<file path="src/rtl/sio_req_pkg.sv">
package sio_req_pkg;

    // transmit interrupt source codes
    localparam logic TXSRC_EMPTY = 1'b0;
    localparam logic TXSRC_DONE  = 1'b1;
    // receive interrupt source codes
    localparam logic RXSRC_FULL  = 1'b0;
    localparam logic RXSRC_ERR   = 1'b1;

    typedef struct packed {
        logic rx;
        logic tx;
    } dir_pair_t;

    function automatic logic rise(input logic cur, input logic prev);
        return cur & ~prev;
    endfunction

endpackage

</file>
<file path="src/rtl/sio_chan_req.sv">
module sio_chan_req
    import sio_req_pkg::*;
(
    input  logic      clk,
    input  logic      rst,
    input  logic      tx_empty,
    input  logic      tx_done,
    input  logic      rx_full,
    input  logic      rx_err,
    input  logic      tx_en,
    input  logic      rx_en,
    input  logic      int_clk,
    input  logic      sel_tx,
    input  logic      sel_rx,
    input  dir_pair_t clr,
    output dir_pair_t pend,
    output dir_pair_t dma
);

    dir_pair_t irq_cond, irq_cond_q;
    dir_pair_t dma_cond, dma_cond_q;
    dir_pair_t pend_q, dma_q;

    always_comb begin
        irq_cond.tx = tx_en & ((sel_tx == TXSRC_DONE) ? (tx_done & int_clk) : tx_empty);
        irq_cond.rx = rx_en & ((sel_rx == RXSRC_ERR) ? rx_err : rx_full);
        dma_cond.tx = tx_en & tx_empty;
        dma_cond.rx = rx_en & rx_full & ~rx_err;
    end

    always_ff @(posedge clk) begin
        if (rst) begin
            irq_cond_q <= '0;
            dma_cond_q <= '0;
            pend_q     <= '0;
            dma_q      <= '0;
        end else begin
            irq_cond_q <= irq_cond;
            dma_cond_q <= dma_cond;
            dma_q.tx   <= rise(dma_cond.tx, dma_cond_q.tx);
            dma_q.rx   <= rise(dma_cond.rx, dma_cond_q.rx);
            pend_q.tx  <= tx_en ? ((pend_q.tx & ~clr.tx) | rise(irq_cond.tx, irq_cond_q.tx)) : 1'b0;
            pend_q.rx  <= rx_en ? ((pend_q.rx & ~clr.rx) | rise(irq_cond.rx, irq_cond_q.rx)) : 1'b0;
        end
    end

    assign pend = pend_q;
    assign dma  = dma_q;

    // transmit DMA request lasts a single cycle
    a_r7_tx_dma_one_cycle: assert property (@(posedge clk) disable iff (rst)
        dma_q.tx |=> !dma_q.tx);

    // receive DMA request lasts a single cycle and never follows an errored frame
    a_r8_rx_dma_one_cycle: assert property (@(posedge clk) disable iff (rst)
        dma_q.rx |=> !dma_q.rx);
    a_r8_no_dma_on_error: assert property (@(posedge clk) disable iff (rst)
        (rx_err || !rx_en) |=> !dma_q.rx);

    // a cleared enable bit empties the pending flag of that direction
    a_r9_tx_off_drops: assert property (@(posedge clk) disable iff (rst)
        !tx_en |=> !pend_q.tx);
    a_r9_rx_off_drops: assert property (@(posedge clk) disable iff (rst)
        !rx_en |=> !pend_q.rx);

    // an enabled, uncleared flag holds
    a_r4_tx_hold: assert property (@(posedge clk) disable iff (rst)
        (pend_q.tx && tx_en && !clr.tx) |=> pend_q.tx);

    // finished-source flag cannot appear with an external clock
    a_r2_ext_clk_silent: assert property (@(posedge clk) disable iff (rst)
        (sel_tx == TXSRC_DONE && !int_clk && !pend_q.tx) |=> !pend_q.tx);

endmodule

</file>
<file path="src/rtl/sio_grp_irq.sv">
module sio_grp_irq #(
    parameter int CH_PER_GRP = 2
) (
    input  logic [CH_PER_GRP-1:0] pend_tx,
    input  logic [CH_PER_GRP-1:0] pend_rx,
    input  logic [CH_PER_GRP-1:0] en_tx,
    input  logic [CH_PER_GRP-1:0] en_rx,
    output logic                  irq
);

    always_comb begin
        irq = |{(pend_tx & en_tx), (pend_rx & en_rx)};
    end

endmodule

</file>
<file path="src/rtl/sio_irq_dma_gen.sv">
module sio_irq_dma_gen
    import sio_req_pkg::*;
#(
    parameter int NUM_GRP    = 2,
    parameter int CH_PER_GRP = 2,
    localparam int NUM_CH    = NUM_GRP * CH_PER_GRP
) (
    input  logic                clk,
    input  logic                rst,
    input  logic [NUM_CH-1:0]   tx_empty,
    input  logic [NUM_CH-1:0]   tx_done,
    input  logic [NUM_CH-1:0]   rx_full,
    input  logic [NUM_CH-1:0]   rx_err,
    input  logic [NUM_CH-1:0]   tx_en,
    input  logic [NUM_CH-1:0]   rx_en,
    input  logic [NUM_CH-1:0]   int_clk,
    input  logic [NUM_CH-1:0]   tx_src_sel,
    input  logic [NUM_CH-1:0]   rx_src_sel,
    input  logic [NUM_CH-1:0]   tx_irq_en,
    input  logic [NUM_CH-1:0]   rx_irq_en,
    input  logic                clr_we,
    input  logic [2*NUM_CH-1:0] clr_mask,
    output logic [2*NUM_CH-1:0] pending,
    output logic [NUM_CH-1:0]   tx_dma_req,
    output logic [NUM_CH-1:0]   rx_dma_req,
    output logic [NUM_GRP-1:0]  irq
);

    logic [NUM_CH-1:0] pend_tx, pend_rx;

    for (genvar c = 0; c < NUM_CH; c++) begin : g_ch
        dir_pair_t clr_c, pend_c, dma_c;

        assign clr_c.tx = clr_we & clr_mask[2*c];
        assign clr_c.rx = clr_we & clr_mask[2*c+1];

        sio_chan_req u_ch (
            .clk      (clk),
            .rst      (rst),
            .tx_empty (tx_empty[c]),
            .tx_done  (tx_done[c]),
            .rx_full  (rx_full[c]),
            .rx_err   (rx_err[c]),
            .tx_en    (tx_en[c]),
            .rx_en    (rx_en[c]),
            .int_clk  (int_clk[c]),
            .sel_tx   (tx_src_sel[c]),
            .sel_rx   (rx_src_sel[c]),
            .clr      (clr_c),
            .pend     (pend_c),
            .dma      (dma_c)
        );

        assign pend_tx[c]      = pend_c.tx;
        assign pend_rx[c]      = pend_c.rx;
        assign pending[2*c]    = pend_c.tx;
        assign pending[2*c+1]  = pend_c.rx;
        assign tx_dma_req[c]   = dma_c.tx;
        assign rx_dma_req[c]   = dma_c.rx;
    end

    for (genvar g = 0; g < NUM_GRP; g++) begin : g_grp
        sio_grp_irq #(.CH_PER_GRP(CH_PER_GRP)) u_grp (
            .pend_tx (pend_tx[g*CH_PER_GRP +: CH_PER_GRP]),
            .pend_rx (pend_rx[g*CH_PER_GRP +: CH_PER_GRP]),
            .en_tx   (tx_irq_en[g*CH_PER_GRP +: CH_PER_GRP]),
            .en_rx   (rx_irq_en[g*CH_PER_GRP +: CH_PER_GRP]),
            .irq     (irq[g])
        );

        // line is quiet when every enable of the pair is off
        a_r5_masked_quiet: assert property (@(posedge clk) disable iff (rst)
            (tx_irq_en[g*CH_PER_GRP +: CH_PER_GRP] == '0 &&
             rx_irq_en[g*CH_PER_GRP +: CH_PER_GRP] == '0) |-> !irq[g]);
    end

endmodule

</file>
<file path="config.mk">
export PLATFORM = sky130hd
export DESIGN_NAME = sio_irq_dma_gen
export DESIGN_NICKNAME = d
export VERILOG_FILES = /design/src/rtl/sio_req_pkg.sv /design/src/rtl/sio_chan_req.sv /design/src/rtl/sio_grp_irq.sv /design/src/rtl/sio_irq_dma_gen.sv
export SDC_FILE = /design/constraint.sdc
export NUM_CORES = 1
export LEC_CHECK = 0
export ABC_AREA = 1
export CORE_UTILIZATION = 25
export CTS_CLUSTER_SIZE = 28
export DETAILED_ROUTE_END_ITERATION = 7
export DONT_BUFFER_PORTS = 1
export SYNTH_ARGS = -nofsm -noshare
export SYNTH_HDL_FRONTEND = slang
export SYNTH_SLANG_ARGS = --single-unit
</file>
<file path="constraint.sdc">
create_clock -name clk -period 1.3 [get_ports clk]
set_input_delay 0.26 -clock clk [delete_from_list [all_inputs] [get_ports clk]]
set_output_delay 0.26 -clock clk [all_outputs]
set_load 0.005 [all_outputs]
</file>
==> reports/metrics.cfg <==
[timing]
period_share = 0.858
setup_viol = 0
fin_tns_setup_ps = 0
rsz0062_at_grt = false
slew_headroom = 0.803
skew_ps = 4.44
drv_slew = 0
finalCriticalPeriod_ps = 1120
max_freq_ghz = 0.896
tightestPinTransition_ps = 295
hold_violations = 0

[global_routing]
grt_max_degree = 13
grt_pass1_vias = 899
grt_usage = 0.101
grt_overflow = 0
grt_pass1_wl_mm = 3.94
antenna_found_initial = 0

[synthesis]
yosys-top-cells-area = dfxtp_1, nand2_1, inv_1, nand4_1, nor2_1
synth-main-ff-cell = dfxtp_1
synth_area_um2 = 1260
synth_top_area_frac = 0.509
synth_largest_area_cell = dfxtp_1
synthArstFlopShare = 0
seq_area_frac_synth = 0.509
yosysMostFrequentCell = nand2_1
synth_warnings = 0
avgSynthCellArea_um2 = 7.71
syn_inst = 163
synth_common_cells = nand2_1, dfxtp_1, inv_1
ys_ff_latch = 32
synth_edf_count = 0
ys_types = 16
syn_nets = 218

[finish]
fillerInstances = 521
final_nets = 221
syn_to_final_growth_pct = 11.6
layout-drive-gt1-share = 0.102
num_antenna_cells = 0
multi_input_area_um2 = 508
regArea_um2 = 641

[clocking]
holdBufCountCts = 0
clk_latency_ps = 270
cts_buffer_depth = 2
numCtsBuffers = 5
root_buffer = clkbuf_8
cts_max_level = 2
post_cts_buffers = 0
cts_sinks = 32
clk_pin_slew_ps = 70
cts_tree = yes
cts_resized = 0

[critical_path]
crit_path_max_fanout = 3
crit_slowest_cell = dfxtp_1
worstSetupStartpointType = flop
cp-end-kind = output pin
crit_path_cell_trace = nand2_1 > nand4_1
cpPeakStageDelay_ps = 410
worstSetupPathType = flop to output pin
cp_data_required_time_ps = 1040
cp.arrival_ps = 860

[detailed_routing]
wl_mm = 2.52
vias_per_cell = 4.19
dr.pass1.iters = 4
ant_nets = 0
drt_iter0_markers = 23
wl_per_cell_um = 10.8
vias = 980
drc = 0

[die]
core-area_um2 = 4790
rows = 25
die_y_um = 72.9
boundaryPins = 73
start_util = 0.263
die_w_um = 72.9
die-area_um2 = 5320

[pwr]
power.total_w = 0.00192
ir_worst_vdd_mv = 0.522
powerDensity_nw_per_um2 = 1370
leakagePower_nw = 0.621

[min_path]
hold_path.class = input port to flop

[placed_design]
gp_congestion = 0.757
io_buffer_count = 0
hpwl_mm = 1.99

[flow_run]
cap_violations = 0

[run_status]
status = complete, no violations

-- worst paths after layout --
check | slack, ps | start | depth (start not counted) | endpoint
min reg2reg | 390 | g_ch[1].u_ch.dma_cond_q[0]$_SDFF_PP0_ | 1 | g_ch[1].u_ch.dma[0]$_SDFF_PP0_
min | 40 | rx_err[2] | 1 | g_ch[2].u_ch.dma[1]$_SDFF_PP0_
max reg2reg | 630 | g_ch[1].u_ch.pend[1]$_SDFF_PP0_ | 2 | g_ch[1].u_ch.pend[1]$_SDFF_PP0_
max | 180 | g_ch[3].u_ch.pend[0]$_SDFF_PP0_ | 2 | irq[1]
-- registers in the layout (all words and copies together) (netlist names) --
signal,cells
g_ch.u_ch.dma,8
g_ch.u_ch.dma_cond_q,8
g_ch.u_ch.irq_cond_q,8
g_ch.u_ch.pend,8
-- metrics by stage --
stage | utilization | cells | hold slack [ps] | instance area [um^2] | worst slack, ps
floorplan | - | 163 | 331 | 1260 | 464
global placement | 0.274 | 226 | 332 | 1310 | 352
detailed placement | 0.274 | 226 | 333 | 1310 | 306
CTS | 0.293 | 234 | 30.7 | 1400 | 148
global route | 0.293 | 234 | 25.2 | 1400 | 83.3
finish | 0.293 | 234 | 44.5 | 1400 | 184
-- power breakdown --
part / internal (W) / total [W] / switching [W] / leakage, nW
sequential: 0.00102 / 0.00104 / 0.0000186 / 0.261
clock: 0.000422 / 0.000771 / 0.000350 / 0.0510
combinational: 0.0000446 / 0.000112 / 0.0000676 / 0.308
-- critical path, delay by kind of cell, from the launching register on --
kind             cells  cell delay, ps
and+or+nand+nor      2             170
DFF                  1             410
-- final cells by class --
cell class | instances | area share
Inverter | 21 | 0.0561
Sequential cell | 32 | 0.456
Clock inverter | 2 | 0.00713
Tap cell | 67 | 0.0597
Multi-Input combinational cell | 106 | 0.362
Clock buffer | 6 | 0.0588
-- logic make-up after synthesis --
kind of cell,Yosys count,synth area share
compound gates,4,0.0159
buf+inv,25,0.0866
flops,32,0.509
simple gates,102,0.388
-- placed cells by master, fill, tap and decap left out, drive strengths merged, types with 6 or more instances in the layout --
master	instances
clkbuf	6
dfxtp	32
inv	21
nand2	56
nand4	10
nor2	16
nor3	8
-- routing by layer --
layer,wire (um),part of all wire,global-route usage
met3,217,0.086,0.0525
met1,1060,0.42,0.107
met2,1230,0.49,0.168
met5,0,0,0
met4,14,0.0056,0.0458
(Power assumes the default switching activity.)
